$ cat config.mk
export PLATFORM = sky130hd
export DESIGN_NAME = spi_mem_slave
export DESIGN_NICKNAME = d
export VERILOG_FILES = /design/src/rtl/spi_mem_pkg.sv /design/src/rtl/spi_in_sync.sv /design/src/rtl/spi_hold_gate.sv /design/src/rtl/spi_mem_slave.sv
export SDC_FILE = /design/constraint.sdc
export NUM_CORES = 1
export LEC_CHECK = 0
export BUFFER_PORTS_ARGS = -buffer_cell sky130_fd_sc_hd__buf_4
export CORE_AREA = 2 2 84 102
export DETAILED_ROUTE_END_ITERATION = 10
export DIE_AREA = 0 0 86 104
export GPL_ROUTABILITY_DRIVEN = 0
export PLACE_DENSITY = 0.88
export SLEW_MARGIN = 20
export SYNTH_ARGS = -nofsm -noshare
export SYNTH_HDL_FRONTEND = slang
export SYNTH_SLANG_ARGS = --single-unit
$ cat constraint.sdc
create_clock -name clk -period 4.3 [get_ports clk]
set_input_delay 0.215 -clock clk [delete_from_list [all_inputs] [get_ports clk]]
set_output_delay 0.215 -clock clk [all_outputs]
set_load 0.05 [all_outputs]
$ cat src/rtl/spi_mem_pkg.sv
package spi_mem_pkg;
    localparam int BYTE_W       = 8;
    localparam int ADDR_FIELD_W = 16;
    localparam int CNT_W        = $clog2(ADDR_FIELD_W);

    localparam logic [7:0] OP_STAT_WR   = 8'h01;
    localparam logic [7:0] OP_WRITE     = 8'h02;
    localparam logic [7:0] OP_READ      = 8'h03;
    localparam logic [7:0] OP_LATCH_OFF = 8'h04;
    localparam logic [7:0] OP_STAT_RD   = 8'h05;
    localparam logic [7:0] OP_LATCH_ON  = 8'h06;

    typedef enum logic [3:0] {
        ST_IDLE,
        ST_OPCODE,
        ST_ADDR,
        ST_READ,
        ST_WRITE,
        ST_STAT_RD,
        ST_STAT_WR,
        ST_STAT_ARM,
        ST_ON_ARM,
        ST_OFF_ARM,
        ST_DISCARD
    } slv_state_e;
endpackage

$ cat src/rtl/spi_in_sync.sv
module spi_in_sync #(
    parameter int           W       = 4,
    parameter logic [W-1:0] RST_VAL = '0
) (
    input  logic         clk,
    input  logic         rst_n,
    input  logic [W-1:0] d,
    output logic [W-1:0] q
);
    logic [W-1:0] meta;

    for (genvar g = 0; g < W; g++) begin : g_bit
        always_ff @(posedge clk or negedge rst_n) begin
            if (!rst_n) begin
                meta[g] <= RST_VAL[g];
                q[g]    <= RST_VAL[g];
            end else begin
                meta[g] <= d[g];
                q[g]    <= meta[g];
            end
        end
    end
endmodule

$ cat src/rtl/spi_hold_gate.sv
module spi_hold_gate (
    input  logic clk,
    input  logic rst_n,
    input  logic sck_s,
    input  logic hold_s,
    output logic held,
    output logic sck_rise,
    output logic sck_fall
);
    logic sck_q;

    // The pause state only changes while SCK is low.
    always_ff @(posedge clk or negedge rst_n) begin
        if (!rst_n) begin
            sck_q <= 1'b0;
            held  <= 1'b0;
        end else begin
            sck_q <= sck_s;
            if (!sck_s) held <= !hold_s;
        end
    end

    assign sck_rise = sck_s & !sck_q & !held;
    assign sck_fall = !sck_s & sck_q & !held;

    AST_HOLD_ENTER: assert property (@(posedge clk) disable iff (!rst_n)
        (!hold_s && !sck_s) |=> held);
    AST_HOLD_KEEP_HIGH: assert property (@(posedge clk) disable iff (!rst_n)
        (sck_s && $past(sck_s)) |-> $stable(held));
endmodule

$ cat src/rtl/spi_mem_slave.sv
module spi_mem_slave
    import spi_mem_pkg::*;
#(
    parameter int ADDR_W = 14
) (
    input  logic              clk,
    input  logic              rst_n,
    input  logic              spi_sck,
    input  logic              spi_cs_n,
    input  logic              spi_si,
    input  logic              spi_hold_n,
    output logic              spi_so,
    output logic              spi_so_en,
    output logic              rd_req,
    output logic [ADDR_W-1:0] rd_addr,
    input  logic [7:0]        rd_data,
    input  logic              wr_busy,
    output logic              wr_byte_valid,
    output logic [ADDR_W-1:0] wr_byte_addr,
    output logic [7:0]        wr_byte_data,
    output logic              wr_commit,
    input  logic [7:0]        status_in,
    output logic              sr_wr_valid,
    output logic [7:0]        sr_wr_data,
    output logic              wr_en_set,
    output logic              wr_en_clr
);
    localparam int          ISR_W    = ADDR_W - 1;
    localparam logic [CNT_W-1:0] LAST_OP   = CNT_W'(BYTE_W - 1);
    localparam logic [CNT_W-1:0] LAST_ADDR = CNT_W'(ADDR_FIELD_W - 1);

    logic sck_s, cs_s, si_s, hold_s;
    logic cs_q, cs_fall, cs_rise;
    logic held, rise_g, fall_g;

    spi_in_sync #(.W(4), .RST_VAL(4'b1000)) i_sync (
        .clk  (clk),
        .rst_n(rst_n),
        .d    ({spi_hold_n, spi_cs_n, spi_si, spi_sck}),
        .q    ({hold_s, cs_s, si_s, sck_s})
    );

    spi_hold_gate i_hold (
        .clk     (clk),
        .rst_n   (rst_n),
        .sck_s   (sck_s),
        .hold_s  (hold_s),
        .held    (held),
        .sck_rise(rise_g),
        .sck_fall(fall_g)
    );

    always_ff @(posedge clk or negedge rst_n) begin
        if (!rst_n) cs_q <= 1'b0;
        else        cs_q <= cs_s;
    end
    assign cs_fall = !cs_s & cs_q;
    assign cs_rise = cs_s & !cs_q;

    slv_state_e       state, nxt_state;
    logic [CNT_W-1:0] cnt;
    logic [ISR_W-1:0] isr;
    logic [ADDR_W-1:0] ptr;
    logic             op_rd, has_byte, drv, rd_pend;
    logic [7:0]       obuf, pre, src;
    logic             so_q;
    logic [7:0]       byte_in;
    logic [ADDR_W-1:0] word_in;

    assign byte_in = {isr[6:0], si_s};
    assign word_in = {isr, si_s};
    assign src     = (state == ST_READ) ? pre : status_in;

    // Next-state logic
    always_comb begin
        nxt_state = state;
        if (cs_s) begin
            nxt_state = ST_IDLE;
        end else if (cs_fall) begin
            nxt_state = ST_OPCODE;
        end else begin
            unique case (state)
                ST_IDLE: nxt_state = ST_IDLE;
                ST_OPCODE: begin
                    if (rise_g && cnt == LAST_OP) begin
                        case (byte_in)
                            OP_READ, OP_WRITE: nxt_state = ST_ADDR;
                            OP_STAT_RD:        nxt_state = ST_STAT_RD;
                            OP_STAT_WR:        nxt_state = ST_STAT_WR;
                            OP_LATCH_ON:       nxt_state = ST_ON_ARM;
                            OP_LATCH_OFF:      nxt_state = ST_OFF_ARM;
                            default:           nxt_state = ST_DISCARD;
                        endcase
                    end
                end
                ST_ADDR: begin
                    if (rise_g && cnt == LAST_ADDR)
                        nxt_state = !op_rd ? ST_WRITE :
                                    (wr_busy ? ST_DISCARD : ST_READ);
                end
                ST_STAT_WR: begin
                    if (rise_g && cnt == LAST_OP) nxt_state = ST_STAT_ARM;
                end
                ST_STAT_ARM, ST_ON_ARM, ST_OFF_ARM: begin
                    if (rise_g) nxt_state = ST_DISCARD;
                end
                ST_READ, ST_WRITE, ST_STAT_RD, ST_DISCARD: nxt_state = state;
                default: nxt_state = ST_IDLE;
            endcase
        end
    end

    // State register
    always_ff @(posedge clk or negedge rst_n) begin
        if (!rst_n) state <= ST_IDLE;
        else        state <= nxt_state;
    end

    // Datapath and outputs
    always_ff @(posedge clk or negedge rst_n) begin
        if (!rst_n) begin
            cnt <= '0; isr <= '0; ptr <= '0; op_rd <= 1'b0;
            has_byte <= 1'b0; drv <= 1'b0; so_q <= 1'b0; obuf <= '0;
            rd_req <= 1'b0; rd_pend <= 1'b0; pre <= '0;
            wr_byte_valid <= 1'b0; wr_byte_addr <= '0; wr_byte_data <= '0;
            wr_commit <= 1'b0; sr_wr_valid <= 1'b0; sr_wr_data <= '0;
            wr_en_set <= 1'b0; wr_en_clr <= 1'b0;
        end else begin
            rd_req        <= 1'b0;
            wr_byte_valid <= 1'b0;
            wr_commit     <= 1'b0;
            sr_wr_valid   <= 1'b0;
            wr_en_set     <= 1'b0;
            wr_en_clr     <= 1'b0;
            rd_pend       <= rd_req;
            if (rd_pend) pre <= rd_data;

            if (cs_s) begin
                cnt      <= '0;
                drv      <= 1'b0;
                has_byte <= 1'b0;
                if (cs_rise) begin
                    wr_en_set   <= (state == ST_ON_ARM);
                    wr_en_clr   <= (state == ST_OFF_ARM);
                    sr_wr_valid <= (state == ST_STAT_ARM);
                    wr_commit   <= (state == ST_WRITE) && (cnt[2:0] == 3'd0) && has_byte;
                end
            end else if (cs_fall) begin
                cnt      <= '0;
                drv      <= 1'b0;
                has_byte <= 1'b0;
            end else begin
                if (rise_g) begin
                    isr <= word_in[ISR_W-1:0];
                    cnt <= (nxt_state != state) ? '0 : cnt + 1'b1;
                    if (state == ST_OPCODE && cnt == LAST_OP)
                        op_rd <= (byte_in == OP_READ);
                    if (state == ST_ADDR && cnt == LAST_ADDR) begin
                        ptr <= word_in;
                        if (op_rd && !wr_busy) rd_req <= 1'b1;
                    end
                    if (state == ST_READ && cnt[2:0] == 3'd7) begin
                        ptr    <= ptr + 1'b1;
                        rd_req <= 1'b1;
                    end
                    if (state == ST_WRITE && cnt[2:0] == 3'd7) begin
                        wr_byte_valid <= 1'b1;
                        wr_byte_addr  <= ptr;
                        wr_byte_data  <= byte_in;
                        ptr           <= ptr + 1'b1;
                        has_byte      <= 1'b1;
                    end
                    if (state == ST_STAT_WR && cnt == LAST_OP)
                        sr_wr_data <= byte_in;
                end
                if (fall_g && (state == ST_READ || state == ST_STAT_RD)) begin
                    drv <= 1'b1;
                    if (cnt[2:0] == 3'd0) begin
                        obuf <= src;
                        so_q <= src[7];
                    end else begin
                        so_q <= obuf[3'd7 - cnt[2:0]];
                    end
                end
            end
        end
    end

    assign rd_addr   = ptr;
    assign spi_so    = so_q;
    assign spi_so_en = drv & !held & !cs_s & (state == ST_READ || state == ST_STAT_RD);

    AST_DESELECT_QUIET: assert property (@(posedge clk) disable iff (!rst_n)
        $rose(cs_s) |=> (!spi_so_en && state == ST_IDLE));
    AST_PTR_STEP: assert property (@(posedge clk) disable iff (!rst_n)
        (rd_req && $past(state) == ST_READ) |-> rd_addr == $past(rd_addr) + 1'b1);
    AST_NO_READ_BUSY: assert property (@(posedge clk) disable iff (!rst_n)
        (rd_req && $past(state) == ST_ADDR) |-> !$past(wr_busy));
    AST_HOLD_FREEZE: assert property (@(posedge clk) disable iff (!rst_n)
        ($past(held) && !$past(cs_s) && !$past(cs_s, 2)) |-> $stable(cnt));
    AST_ONE_PULSE: assert property (@(posedge clk) disable iff (!rst_n)
        $onehot0({wr_en_set, wr_en_clr, sr_wr_valid, wr_commit}));
    AST_COMMIT_DESELECTED: assert property (@(posedge clk) disable iff (!rst_n)
        wr_commit |-> cs_s);
endmodule

# Word level (Yosys, flattened, before mapping)
# Index checks and enable logic that the tools add are counted.
dict set report totals {
  ff_bits 103
  in_bits 23
}
dict set report op_classes {
  add_sub_neg 3
  magnitude_cmp 1
  n_eq_ne 20
  muxes 46
  n_bitwise 11
  reduce_logical 35
}
# cell n
set op_table {}
lappend op_table {{$mux W4} 12}
lappend op_table {{$mux W14} 3}
lappend op_table {{$pmux W4 S5} 2}
lappend op_table {{$mux W1} 27}
lappend op_table {{$eq A8 B3 Y1 const B} 3}
lappend op_table {{$eq A4 B3 Y1 const B} 5}
lappend op_table {{$reduce_and A4 Y1} 5}
lappend op_table {{$eq A4 B4 Y1 const B} 4}
lappend op_table {{$eq A8 B2 Y1 const B} 2}
lappend op_table {{$add A14 B1 Y14 const B} 1}
lappend op_table {{$reduce_bool A3 Y1} 4}
lappend op_table {{$logic_and A1 B1 Y1} 11}
lappend op_table {{$and A1 B1 Y1} 9}
lappend op_table {{$eq A4 B2 Y1 const B} 2}
lappend op_table {{$eq A8 B1 Y1 const B} 1}
lappend op_table {{$mux W8} 1}
lappend op_table {{$logic_not A1 Y1} 7}
lappend op_table {{$reduce_and A3 Y1} 2}
lappend op_table {{$add A4 B1 Y4 const B} 1}
lappend op_table {{$eq A4 B1 Y1 const B} 1}
lappend op_table {{$lt A3 B4 Y1 const B} 1}
lappend op_table {{$ne A4 B4 Y1} 1}
lappend op_table {{$reduce_or A4 Y1} 1}
lappend op_table {{$bmux W1 S3} 1}
lappend op_table {{8 further kinds} 9}

# Logic depth before layout (Yosys ltp)
# Gate-level depths: netlist (run 1).
dict set report logic_depth {
  depth_word 13
  mapped_depth 9
  ltp_nobuf 8
}

# Cells and area by module
# A second synthesis (run 1) with hierarchy kept.
dict set report hier_totals {
  hier_cells 440
  area_unflattened_um2 4778.3
}
# module n_inst cells_each area_per_inst_um2 seq_area_each_um2
set modules_own_cells {}
lappend modules_own_cells {spi_mem_slave 1 426 4491.8 2327.2}
lappend modules_own_cells {spi_in_sync 1 8 202.7 202.7}
lappend modules_own_cells {spi_hold_gate 1 6 83.8 50.0}

# Least setup slack after synthesis (run 1)
# OpenSTA, ideal clock, no wires.
dict set report synth_path {
  kind {register -> output}
  start {reg state[1]}
  end {out spi_so_en}
  arrival_time_ns 2.090
  required_time_ns 4.085
  path_slack_ns 1.995
  stages_incl_launch_ff 6
  n_path_buf 2
  cell_sequence {dfrtp_1 > buf_2 > buf_2 > xor2_1 > nand3_1 > nor3b_1}
}
dict set report synth_between {
  elab_chain_len 3
}
# item line_no
set synth_rtl {}
lappend synth_rtl {{from (decl)} spi_mem_slave.sv:60} ;# slv_state_e state, nxt_state;
lappend synth_rtl {{from (signal assigned)} spi_mem_slave.sv:116} ;# else state <= nxt_state;
lappend synth_rtl {{$eq A4 B2 Y1 / $eq A4 B3 Y1 (equally long branches)} spi_mem_slave.sv:191} ;# assign spi_so_en = drv & !held & !cs_s & (state == ST_READ || state == ST_STAT_RD);
lappend synth_rtl {{$logic_or A1 B1 Y1 *} spi_mem_slave.sv:191}
lappend synth_rtl {{$and A1 B1 Y1 *} spi_mem_slave.sv:191}
lappend synth_rtl {{to (decl)} spi_mem_slave.sv:13} ;# output logic spi_so_en,
# Every way passes the cells marked *; elsewhere a longest branch is shown, timed or not.

# Worst setup path after layout (run 1)
dict set report layout_path {
  start {reg state[1]}
  end {reg ptr[4] (netlist: rd_addr[4])}
}
dict set report layout_between {
  elab_chain_len 4
}
# item line_no
set layout_rtl {}
lappend layout_rtl {{$eq A4 B2 Y1, or another cell as far along} spi_mem_slave.sv:158} ;# if (state == ST_ADDR && cnt == LAST_ADDR) begin
lappend layout_rtl {{$logic_and A1 B1 Y1, on equally long branches} {spi_mem_slave.sv:158, spi_mem_slave.sv:162, spi_mem_slave.sv:166}}
lappend layout_rtl {{$reduce_bool A3 Y1 (no source line) / $mux W14 (equally long branches)} --}
lappend layout_rtl {{$reduce_and A4 Y1 (no source line) / $mux W14 (equally long branches)} --}
lappend layout_rtl {{to (signal assigned)} spi_mem_slave.sv:159} ;# ptr <= word_in;
lappend layout_rtl {{to (signal assigned)} spi_mem_slave.sv:163} ;# ptr <= ptr + 1'b1;
lappend layout_rtl {{to (signal assigned)} spi_mem_slave.sv:170} ;# ptr <= ptr + 1'b1;
lappend layout_rtl {{to (decl)} spi_mem_slave.sv:63} ;# logic [ADDR_W-1:0] ptr;
# Several ways; a longest one is shown, not always the timed one.
# A chain may end at the register's enable or synchronous reset.

==> results of run 1 <==
==> per-layer routing <==
layer / share of wire (%) / wire length, µm
met1: 40 / 4170
met2: 52 / 5470
met3: 5.5 / 585
met4: 3.1 / 323
met5: 0 / 0
==> cells in the final DEF, fill, tap and decap left out, types with 3 or more instances in the layout <==
| cell | netlist | routed |
|---|---|---|
| dlygate4sd3_1 | 0 | 5 |
| o22ai_1 | 4 | 4 |
| nor3b_1 | 4 | 4 |
| o211ai_1 | 3 | 3 |
| mux2_2 | 28 | 28 |
| inv_1 | 11 | 11 |
| a21oi_1 | 31 | 31 |
| nand4_1 | 7 | 7 |
| and3_1 | 8 | 8 |
| buf_4 | 0 | 79 |
| nor2b_1 | 5 | 5 |
| a21o_1 | 3 | 3 |
| nor2_1 | 14 | 14 |
| nand3_1 | 18 | 18 |
| nor4_1 | 3 | 3 |
| clkbuf_8 | 0 | 9 |
| nand2_1 | 85 | 85 |
| nand2b_1 | 5 | 5 |
| nor3_1 | 5 | 5 |
| o21ai_0 | 29 | 29 |
| a31oi_1 | 3 | 3 |
| mux2i_1 | 11 | 11 |
| ha_1 | 4 | 4 |
| dfrtp_1 | 101 | 101 |
==> how the worst max path moves through the flow <==
stage                                   endpoint  depth (start not counted)
after global placement    rd_addr[5]$_DFFE_PN0P_                          8
after floorplan                        spi_so_en                          5
after global routing      rd_addr[4]$_DFFE_PN0P_                          8
final                     rd_addr[4]$_DFFE_PN0P_                          8
after CTS                 rd_addr[4]$_DFFE_PN0P_                          8
after detailed placement  rd_addr[4]$_DFFE_PN0P_                          8
==> what timing repair did <==
| item | CTS | global route |
|---|---|---|
| hold buffers | 5 | 0 |
| gates resized for setup | 0 | 0 |
| hold endpoints to repair | 64 | 0 |
==> cells by family after synthesis <==
| group | Yosys count |
|---|---|
| and+or+nand+nor | 179 |
| DFF | 103 |
| AOI/OAI and AO/OA | 89 |
| muxes | 41 |
| buffers and inverters | 32 |
| adders and majority gates | 4 |
| xor gates and xnor gates | 1 |
==> state kept, by name, indices dropped and copies added, names as in the netlist, 8 cells and up <==
signal and cells:
rd_addr 14, pre 8, wr_byte_data 8, isr 13
wr_byte_addr 14, sr_wr_data 8, obuf 8
==> worst register-to-register path: stages (launching register included) <==
cell and delay [ns]:
dfrtp_1 0.57, nor2_1 0.33, mux2i_1 0.18, nor3b_2 0.19, buf_4 0.33, a31oi_1 0.09, nor2_2 0.78, a21oi_1 0.17
a21oi_1 0.22
==> layout make-up <==
type	count	area share, %
sequential	103	46.3
clock inverter	5	1.53
clock buffer	9	2.22
timing repair buffer	84	11.5
inverter	12	0.808
tap	95	2.13
multi-input combinational	314	35.5
==> metrics by stage <==
stage / total power [mW] / util (%) / hold slack (ns)
finish: 1.75 / 69.9 / 0.0687
global route: 1.81 / 69.9 / 0.0547
CTS: 1.76 / 69.9 / 0.0584
floorplan: 1.07 / - / -0.0806
detailed placement: 1.12 / 66.6 / 0.325
global placement: 1.12 / 66.6 / 0.323
==> power by group through the flow <==
stage               combinational, mW  sequential (mW)  clock (mW)
floorplan                      0.0521             1.02           0
global placement               0.0874             1.03           0
detailed placement             0.0915             1.03           0
CTS                            0.0956             1.01       0.654
global route                    0.106             1.01       0.693
finish                         0.0944             1.01       0.646
==> results by group, run 1 <==
Run status
  • Status: finished clean

CTS
  • Clock Latency Late Sink: about 0.38 ns
  • CTS root buffer: clkbuf_8
  • CTS Buf Count: 9
  • CTS clk-pin slew, worst paths: 0.09 ns
  • CTS tree: built
  • Longest Clk Path Bufs: 2
  • H-tree levels: 3
  • Post CTS Setup Buffer Count: 0
  • Sink Count: about 100

Worst setup path
  • Crit-path max FO: 36
  • Family with the most delay on the worst path: simple AND/OR/NAND/NOR gates
  • Critical R2R Capture: rd_addr[4]$_DFFE_PN0P_
  • Startpoint Class: flop
  • Critical Path Slowest Stage Cell: nor2_2
  • Crit. End Element: flop
  • CP peak stage delay: 0.78 ns
  • CP bufs+invs: 1
  • Critical path required time: 4.58 ns
  • Reg2reg setup slack: 1.37 ns
  • Worst setup startpoint: state[1]$_DFF_PN0_
  • Worst reg2reg path startpoint: state[1]$_DFF_PN0_
  • Worst reg2reg path depth: 8
  • Crit path kind: reg2reg
  • Worst EP arrival: 3.22 ns
  • Cell repeated most along the worst path: a21oi_1
  • Crit path cell chain: nor2_1 > mux2i_1 > nor3b_2 > buf_4 > a31oi_1 > nor2_2 > a21oi_1 > a21oi_1

Timing
  • Setup-failing EPs final: 0
  • Max Slew Vio Count: 0
  • Setup TNS: 0 ns
  • Clk_skew: 0.0151 ns
  • Relative slew slack: 32.6%
  • Worst Tran Pin Value: approximately 1 ns
  • Worst Setup Slack, final: 1.37 ns
  • RSZ-0062 raised after global routing: false
  • Final hold vios: 0
  • Final period utilization: roughly 68%
  • Crit path time final: roughly 2.9 ns
  • FMAX: 341 MHz

Synthesis
  • Post-synth top cells: dfrtp_1 (101), nand2_1 (85), a21oi_1 (31), o21ai_0 (29), mux2_2 (28)
  • Sequential area share after synthesis: a little under three fifths
  • Flops & latches, synth: 103
  • Syn Inst Count: 449
  • Simple logic cell fraction of the synthesized area: 19.5%
  • Netlist cell types: 60
  • Ys flop type: dfrtp_1
  • Main combinational cell family by area after synthesis: simple AND/OR/NAND/NOR gates
  • Multiplexer share of the synthesized area: roughly a tenth
  • Synth Area in Compound Gates: 11.4%
  • Post-synth EDFFs: 0
  • Cell with the most instances after synthesis: dfrtp_1
  • YS warnings: 0
  • FFs w/ async S/R, synth: 100%
  • Syn Nets: between 400 and 500
  • Synth Area in XOR/XNOR: 0.187%
  • Leading area contributor after synthesis: dfrtp_1
  • Post-Synth Adder-Cell Area: 1.07%
  • Synth top area cells: dfrtp_1 (54%), nand2_1 (6.8%), mux2_2 (6.7%), a21oi_1 (3.3%), o21ai_0 (3.1%)
  • Mapped cell area: ~0.0047 mm²
  • Synth top area share: 54.0%
  • Synth Area per Inst: 10.4 µm²

Route
  • Drt first pass iters: 7
  • Via count: 3727
  • DR vias/cell: 5.99
  • Detailed Route WL: 10.5 mm
  • DR WL/cell: ~17 µm
  • Detail Route Antenna Nets: 0
  • First DRT Iteration DRCs: 225
  • DR DRC count: 0

Global route
  • Most Crowded Layer GR: met2
  • First-pass GRT wire length: 17.5 mm
  • Largest net degree at the start of global routing: 64
  • Met3 Use GR: 5.32%
  • Vias in the first global route: about 3700
  • Met1 Track Usage GR: a little under a third
  • Met2 usage: 41.5%
  • Gr ovfl total: 0
  • Initial antenna violation count: 0
  • GRT Util Overall: 24.6%

Final layout
  • Syn-to-layout area delta: 18.9%
  • Register area: 0.00258 mm²
  • Fill count: 598
  • Layout Nets: 551
  • Multi-input logic area: approximately 0.0020 mm²
  • Non-Filler Instances: 622
  • Cell area after layout: about 0.0056 mm²
  • Ant diodes: 0
  • Layout cell share with drive strength beyond 1: 26.0%

Place
  • DP Area: 0.00531 mm²
  • Dpl cells: about 600
  • DP HPWL: 7.39 mm
  • IO buf count: 74
  • Place WS: 1.45 ns

Power and ir drop
  • P_int: 1.35 mW
  • LEAKAGE: around 2.7 nW
  • Switching Fraction: 22.9%
  • Power Density: 314 mW/mm²
  • Share of total power in the clock network: 36.9%
  • Reg power frac: about 58%
  • Worst vdd ir: about 0.2 mV
  • Psw: 0.402 mW
  • Combinational power share: 5.4%

Min path
  • Hold Path Origin: rd_data[3]
  • Min-Delay Path Class: in2reg
  • Hold path depth: 2
  • Hold worst-path end: pre[3]$_DFFE_PN0P_

Die
  • Die Wd: around 86 µm
  • Die height: approximately 100 µm
  • Core Footprint: 0.00797 mm²
  • Initial core utilization: 58.8%
  • Rows: 36
  • Die footprint: 0.00894 mm²
  • IO Pins: 75

Flow run
  • Max_cap viols: 0
Power figures use the tool's default switching activity.
==> run 2, diff against run 1 <==
--- a/config.mk
+++ b/config.mk
@@ -5,12 +5,13 @@
 export SDC_FILE = /design/constraint.sdc
 export NUM_CORES = 1
 export LEC_CHECK = 0
+export ABC_AREA = 1
 export BUFFER_PORTS_ARGS = -buffer_cell sky130_fd_sc_hd__buf_4
-export CORE_AREA = 2 2 84 102
+export CORE_AREA = 2 2 92 112
 export DETAILED_ROUTE_END_ITERATION = 10
-export DIE_AREA = 0 0 86 104
+export DIE_AREA = 0 0 94 114
 export GPL_ROUTABILITY_DRIVEN = 0
-export PLACE_DENSITY = 0.88
+export PLACE_DENSITY = 0.79
 export SLEW_MARGIN = 20
 export SYNTH_ARGS = -nofsm -noshare
 export SYNTH_HDL_FRONTEND = slang
==> constraint.sdc (replaced) <==
create_clock -name clk -period 2.68 [get_ports clk]
set_input_delay 0.134 -clock clk [delete_from_list [all_inputs] [get_ports clk]]
set_output_delay 0.134 -clock clk [all_outputs]
set_load 0.05 [all_outputs]
==> results by group, run 2 <==
CTS
  • CTS clk-pin slew, worst paths: 0.07 ns (-0.02 ns)
  • Clock Latency Late Sink: 0.34 ns (-0.04 ns)
  • CTS tree: built
  • CTS Buf Count: 9 (unchanged)
  • Longest Clk Path Bufs: 2 (unchanged)
  • Sink Count: 103 (unchanged)
  • CTS root buffer: clkbuf_16
  • # resized after CTS: 0 (unchanged)
  • H-tree levels: 3 (unchanged)

Min path
  • Hold Path Origin: rd_data[2]
  • Hold worst-path end: pre[2]$_DFFE_PN0P_
  • Hold path depth: 3 (+1)
  • Min-Delay Path Class: in2reg

Power and ir drop
  • Power Density: 556 mW/mm² (+77%)
  • LEAKAGE: 2.85 nW (+5.2%)
  • P_int: 2.58 mW (+91%)
  • Combinational power share: 5.5% (about the same)
  • Psw: 0.696 mW (+73%)
  • Reg power frac: 49.1% (-8.6 points)
  • Worst vdd ir: 0.338 mV (+64%)
  • Switching Fraction: 21.2% (-1.7 points)
  • Total power: 3.28 mW (+87%)
  • Share of total power in the clock network: 45.4% (+8.5 points)

Synthesis
  • Leading area contributor after synthesis: dfrtp_1
  • Simple logic cell fraction of the synthesized area: 22.8% (+3.3 points)
  • Synth Area in Compound Gates: 14.3% (+2.9 points)
  • Sequential area share after synthesis: 53.7% (-1.4 points)
  • Cell with the most instances after synthesis: nand2_1
  • YS warnings: 0 (unchanged)
  • FFs w/ async S/R, synth: 100% (unchanged)
  • Synth Area in XOR/XNOR: 1.09% (+0.91 points)
  • Main combinational cell family by area after synthesis: simple AND/OR/NAND/NOR gates
  • Synth top area share: 52.6% (-1.3 points)
  • Post-synth top cells: nand2_1 (142), dfrtp_1 (101), o21ai_0 (80), inv_1 (61), nor2_1 (37)
  • Post-Synth Adder-Cell Area: 1.04% (-0.027 points)
  • Synth Area per Inst: 8.46 µm² (-19%)
  • Flops & latches, synth: 103 (unchanged)
  • Ys flop type: dfrtp_1
  • Multiplexer share of the synthesized area: 0% (-10 points)
  • Post-synth EDFFs: 0 (unchanged)
  • Mapped cell area: 0.00480 mm² (+2.6%)
  • Syn Inst Count: 568 (+27%)
  • Netlist cell types: 35 (-42%)
  • Syn Nets: 595 (+25%)
  • Synth top area cells: dfrtp_1 (53%), nand2_1 (11%), o21ai_0 (8.3%), inv_1 (4.8%), nor2_1 (2.9%)

Worst setup path
  • Crit-path max FO: 18 (-50%)
  • CP peak stage delay: 0.46 ns (-0.32 ns)
  • Startpoint Class: flop
  • Crit path kind: reg2reg
  • Critical Path Slowest Stage Cell: dfrtp_1
  • Cell repeated most along the worst path: ha_1
  • Worst reg2reg path depth: 8 (unchanged)
  • Crit. End Element: flop
  • Family with the most delay on the worst path: compound AO/OA/AOI/OAI gates
  • Critical R2R Capture: rd_addr[5]$_DFFE_PN0P_
  • Worst setup startpoint: cnt[0]$_DFFE_PN0P_
  • Critical path required time: 2.89 ns (-1.69 ns)
  • Crit path cell chain: ha_1 > ha_1 > nand3_1 > nand2_4 > o21ai_4 > inv_2 > o221ai_1 > o21ai_0
  • CP bufs+invs: 1 (unchanged)
  • Worst EP arrival: 2.39 ns (-0.83 ns)
  • Worst reg2reg path startpoint: cnt[0]$_DFFE_PN0P_
  • Reg2reg setup slack: 0.51 ns (-0.86 ns)

Route
  • Detailed Route WL: 10.9 mm (+3.0%)
  • DR DRC count: 0 (unchanged)
  • Detail Route Antenna Nets: 0 (unchanged)
  • DR vias/cell: 5.24 (-13%)
  • Drt first pass iters: 5 (-2)
  • First DRT Iteration DRCs: 226 (+0.44%)
  • Via count: 4083 (+9.6%)
  • DR WL/cell: 13.9 µm (-18%)

Timing
  • Setup TNS: 0 ns (unchanged)
  • Final hold vios: 0 (unchanged)
  • Clk_skew: 0.00814 ns (-0.00699 ns)
  • Crit path time final: 2.17 ns (-0.757 ns)
  • Max Slew Vio Count: 0 (unchanged)
  • Setup-failing EPs final: 0 (unchanged)
  • Relative slew slack: 52.0% (+19 points)
  • FMAX: 460 MHz (+35%)
  • RSZ-0062 raised after global routing: false
  • Worst Tran Pin Value: 0.719 ns (-0.291 ns)
  • Final period utilization: 81.1% (+13 points)

Die
  • Die height: 114 µm (+9.6%)
  • Rows: 40 (+11%)
  • Die Wd: 94 µm (+9.3%)
  • Die footprint: 0.0107 mm² (+20%)
  • Core Footprint: 0.00976 mm² (+22%)
  • IO Pins: 75 (unchanged)
  • Initial core utilization: 49.2% (-9.5 points)

Final layout
  • Layout cell share with drive strength beyond 1: 21.7% (-4.3 points)
  • Ant diodes: 0 (unchanged)
  • Fill count: 836 (+40%)
  • Multi-input logic area: 0.00189 mm² (-4.6%)
  • Register area: 0.00258 mm² (unchanged)
  • Most frequent cells in the layout: nand2_1 (142), dfrtp_1 (101), o21ai_0 (80), buf_4 (76), inv_1 (61)
  • Syn-to-layout area delta: 22.7%
  • Most common cell after layout, fill and taps aside: nand2_1
  • Layout Nets: 676 (+23%)

Flow run
  • Max_cap viols: 0 (unchanged)

Place
  • DP HPWL: 7.72 mm (+4.5%)
  • IO buf count: 74 (unchanged)

Global route
  • Largest net degree at the start of global routing: 84 (+31%)
  • GRT Util Overall: 21.6% (-3.1 points)
  • First-pass GRT wire length: 18.3 mm (+4.8%)
  • Vias in the first global route: 4039 (+9.6%)
  • Gr ovfl total: 0 (unchanged)
  • Initial antenna violation count: 0 (unchanged)

Run status
  • Status: finished clean
run 2: worst min-delay path: cells and delay by family:
family | cells | cell delay (ns)
buffers and inverters | 1 | 0.07
AOI/OAI and AO/OA | 1 | 0.06
and+or+nand+nor | 1 | 0.04
run 2: power by group through the flow:
stage | Combinational, mW | Clock, mW | Sequential [mW]
finish | 0.180 | 1.49 | 1.61
global placement | 0.169 | 0 | 1.64
floorplan | 0.0890 | 0 | 1.63
detailed placement | 0.173 | 0 | 1.64
CTS | 0.181 | 1.51 | 1.61
global route | 0.208 | 1.59 | 1.61
run 2: kinds of logic (layout without fill, tap and decap cells):
group | after synthesis | after routing
AO/OA/AOI/OAI | 122 | 122
adder cells (fa/ha/maj) | 4 | 4
flip-flops | 103 | 103
XOR/XNOR | 6 | 6
AND/OR/NAND/NOR | 246 | 246
buffers and inverters | 87 | 172
run 2: how the worst max path moves through the flow:
stage | to | slack (ns) | depth (start not counted)
global placement | rd_addr[10]$_DFFE_PN0P_ | 0.65 | 8
global route | rd_addr[10]$_DFFE_PN0P_ | 0.34 | 8
CTS | rd_addr[5]$_DFFE_PN0P_ | 0.53 | 8
floorplan | spi_so_en | 0.18 | 5
finish | rd_addr[5]$_DFFE_PN0P_ | 0.51 | 8
detailed placement | rd_addr[5]$_DFFE_PN0P_ | 0.55 | 8
run 2: timing repair:
item                                   4_1_cts  5_1_grt
hold buffers                                 6        1
endpoints found under the hold margin        6       79
setup buffers                                0        0
run 2: layout make-up:
cell class                 instances  area share (%)
clock inverter                     5            1.80
clock buffer                      10            4.05
inverter                          73            4.65
tap                              126            2.67
multi-input combinational        378            32.0
sequential                       103            43.8
timing repair buffer              84            11.1
run 2: stage by stage:
stage | util, % | area [µm²] | hold WS [ns] | cells | worst slack (ns)
after global placement | 56.1 | 5480 | 0.243 | 757 | 0.655
after CTS | 60.3 | 5880 | 0.00456 | 778 | 0.526
after global routing | 60.4 | 5890 | 0.0288 | 779 | 0.343
after floorplan | - | 4800 | -0.162 | 568 | 0.178
after detailed placement | 56.1 | 5480 | 0.244 | 757 | 0.553
final | 60.4 | 5890 | 0.00478 | 779 | 0.506
run 2: layer usage:
| layer | vias to the layer above | GRT usage [%] | wire length [µm] |
|---|---|---|---|
| li1 | 1993 | - | - |
| met1 | 1905 | 26.3 | 4400 |
| met2 | 155 | 36.8 | 5570 |
| met3 | 30 | 4.43 | 608 |
| met4 | 0 | 9.76 | 298 |
| met5 | - | 0 | 0 |
==> run 3, diff against run 2 <==
==> constraint.sdc (replaced) <==
create_clock -name clk -period 1.8 [get_ports clk]
set_input_delay 0.09 -clock clk [delete_from_list [all_inputs] [get_ports clk]]
set_output_delay 0.09 -clock clk [all_outputs]
set_load 0.05 [all_outputs]
==> results by group, run 3 (synthesis gave the netlist of run 2 again) <==
Worst setup path
  • Crit. End Element: flop
  • Crit-path max FO: 4 (-14)
  • CP peak stage delay: 0.43 ns (-0.03 ns)
  • Critical R2R Capture: cnt[2]$_DFFE_PN0P_
  • Cell repeated most along the worst path: nand2_2
  • Startpoint Class: flop
  • Critical Path Slowest Stage Cell: dfrtp_2
  • Worst reg2reg path startpoint: state[3]$_DFF_PN0_
  • Crit path kind: reg2reg
  • Critical path required time: 2.08 ns (-0.81 ns)
  • Crit path cell chain: buf_4 > buf_4 > nor3_4 > and2_4 > nand2_1 > nand3_1 > nand2_2 > nand2_2 > nand2_2 > nor2_4 > nand3_1 > nand2_1
  • Worst reg2reg path depth: 12 (+4)
  • Reg2reg setup slack: -0.11 ns (-0.62 ns)
  • Worst EP arrival: 2.19 ns (-0.20 ns)

CTS
  • CTS Buf Count: 9 (unchanged)
  • CTS root buffer: clkbuf_16
  • Sink Count: 103 (unchanged)
  • Longest Clk Path Bufs: 2 (unchanged)
  • H-tree levels: 3 (unchanged)
  • Clock Latency Late Sink: 0.35 ns (about the same)
  • CTS tree: built
  • CTS clk-pin slew, worst paths: 0.07 ns (about the same)

Global route
  • First-pass GRT wire length: 19.1 mm (+4.1%)
  • Initial antenna violation count: 0 (unchanged)
  • Largest net degree at the start of global routing: 43 (-49%)
  • GRT Util Overall: 22.6% (+1.0 points)
  • Vias in the first global route: 4214 (+4.3%)
  • Gr ovfl total: 0 (unchanged)

Route
  • Met3 routed WL: 671 µm (+10%)
  • Met1 WL: 4.68 mm (+6.5%)
  • Detailed Route WL: 11.4 mm (+5.3%)
  • Via count: 4285 (+4.9%)
  • Detail Route Antenna Nets: 0 (unchanged)
  • First DRT Iteration DRCs: 197 (-13%)
  • Drt first pass iters: 5 (unchanged)
  • DR WL/cell: 13.8 µm (-1.2%)
  • DR vias/cell: 5.16 (-1.5%)
  • Top Metal Used: met4
  • DR WL met2: 5.89 mm (+5.8%)
  • DR DRC count: 0 (unchanged)

Min path
  • Hold Path Origin: status_in[3]
  • Hold path depth: 3 (unchanged)
  • Hold worst-path end: obuf[3]$_DFFE_PN0P_
  • Min-Delay Path Class: in2reg

Run status
  • Status: finished, violations left
  • Failing checks: setup timing

Final layout
  • Most frequent cells in the layout: nand2_1 (138), buf_4 (116), dfrtp_1 (95), o21ai_0 (79), inv_1 (59)
  • Fill count: 762 (-8.9%)
  • Syn-to-layout area delta: 33.0%
  • Cell area after layout: 0.00639 mm² (+8.4%)
  • Most common cell after layout, fill and taps aside: nand2_1
  • Layout cell share with drive strength beyond 1: 29.4% (+7.7 points)
  • Layout Nets: 726 (+7.4%)
  • Ant diodes: 0 (unchanged)

Place
  • DP HPWL: 8.02 mm (+3.9%)
  • IO buf count: 74 (unchanged)
  • DP Area: 0.00571 mm² (+4.3%)

Flow run
  • Max_cap viols: 0 (unchanged)

Die
  • Die footprint: 0.0107 mm² (unchanged)
  • Die Wd: 94 µm (unchanged)
  • IO Pins: 75 (unchanged)
  • Core Footprint: 0.00976 mm² (unchanged)
  • Rows: 40 (unchanged)
  • Die height: 114 µm (unchanged)
  • Initial core utilization: 49.2% (unchanged)

Timing
  • Relative slew slack: 65.7% (+14 points)
  • Final hold vios: 0 (unchanged)
  • Worst Tran Pin Value: 0.515 ns (-0.205 ns)
  • FMAX: 523 MHz (+14%)
  • Setup TNS: -0.471 ns (-0.471 ns)
  • Clk_skew: 0.00902 ns (+0.000883 ns)
  • Final period utilization: 106% (+25 points)
  • Worst Setup Slack, final: -0.112 ns (-0.619 ns)
  • Max Slew Vio Count: 0 (unchanged)
  • Setup-failing EPs final: 5 (+5)
  • Crit path time final: 1.91 ns (-0.261 ns)
  • RSZ-0062 raised after global routing: true

Power and ir drop
  • Worst vdd ir: 0.435 mV (+29%)
  • Total power: 4.58 mW (+40%)
  • Power Density: 717 mW/mm² (+29%)
  • LEAKAGE: 3.08 nW (+7.8%)
==> run 3: cell count changes in the layout (fill, tap and decap cells not counted), sizes merged <==
| cell | before | now |
|---|---|---|
| clkbuf | 10 | 12 |
| buf | 77 | 121 |
| dlygate4sd3 | 7 | 13 |
| bufinv | 3 | 0 |
| clkinv | 2 | 3 |
| inv | 72 | 73 |
==> run 3: critical path: cells and delay by family (launching register included) <==
kind                   cells  cell delay [ns]
buffers and inverters      2             0.29
flip-flops                 1             0.43
AND/OR/NAND/NOR           10             1.13
==> run 3: cell type report <==
class,instances,area (µm²),area share (%)
clock buffer,12,256,4.01
clock inverter,4,30.0,0.470
sequential,103,2590,40.5
multi-input combinational,378,1990,31.2
inverter,73,282,4.41
timing repair buffer,134,1080,17.0
tap,126,158,2.47
==> run 3: worst max path at each step <==
stage                     cells after the start                      end  slack (ns)                   start
after floorplan                               9  rd_addr[12]$_DFFE_PN0P_        0.03      cnt[0]$_DFFE_PN0P_
after global placement                       10      obuf[1]$_DFFE_PN0P_     -0.0009      state[3]$_DFF_PN0_
after detailed placement                     10      obuf[2]$_DFFE_PN0P_       -0.09      state[3]$_DFF_PN0_
after CTS                                     8  rd_addr[10]$_DFFE_PN0P_      -0.005  rd_addr[0]$_DFFE_PN0P_
after global routing                         14       cnt[2]$_DFFE_PN0P_       -0.20      state[3]$_DFF_PN0_
final                                        12       cnt[2]$_DFFE_PN0P_       -0.11      state[3]$_DFF_PN0_
==> run 3: routing by layer <==
layer | up-vias | global-route usage, %
met2 | 151 | 38.5
li1 | 2095 | -
met1 | 2016 | 27.7
met4 | 0 | 7.92
met5 | - | 0
met3 | 23 | 5.81
==> run 3: stage by stage <==
stage,hold slack (ns),std cells,utilization [%],setup WS (ns)
6_report,0.0741,830,65.5,-0.112
3_3_place_gp,0.0850,782,58.5,-0.000852
5_1_grt,0.0852,830,65.5,-0.199
3_5_place_dp,0.100,782,58.5,-0.0894
2_1_floorplan,-0.206,568,-,0.0279
4_1_cts,0.0746,822,64.2,-0.00463
==> run 3: where the power goes <==
part           internal, mW  switching (mW)
clock                  1.02           0.842
sequential             2.36          0.0389
combinational         0.134           0.190
==> run 3: timing repair <==
item | 4_1_cts | 5_1_grt
setup buffers | 11 | 8
resized for setup | 19 | 14
gates cloned | 0 | 0
hold buffers | 13 | 0
endpoints found under the setup margin | 14 | 42
pin swaps | 8 | 4
hold endpoints to repair | 45 | 0
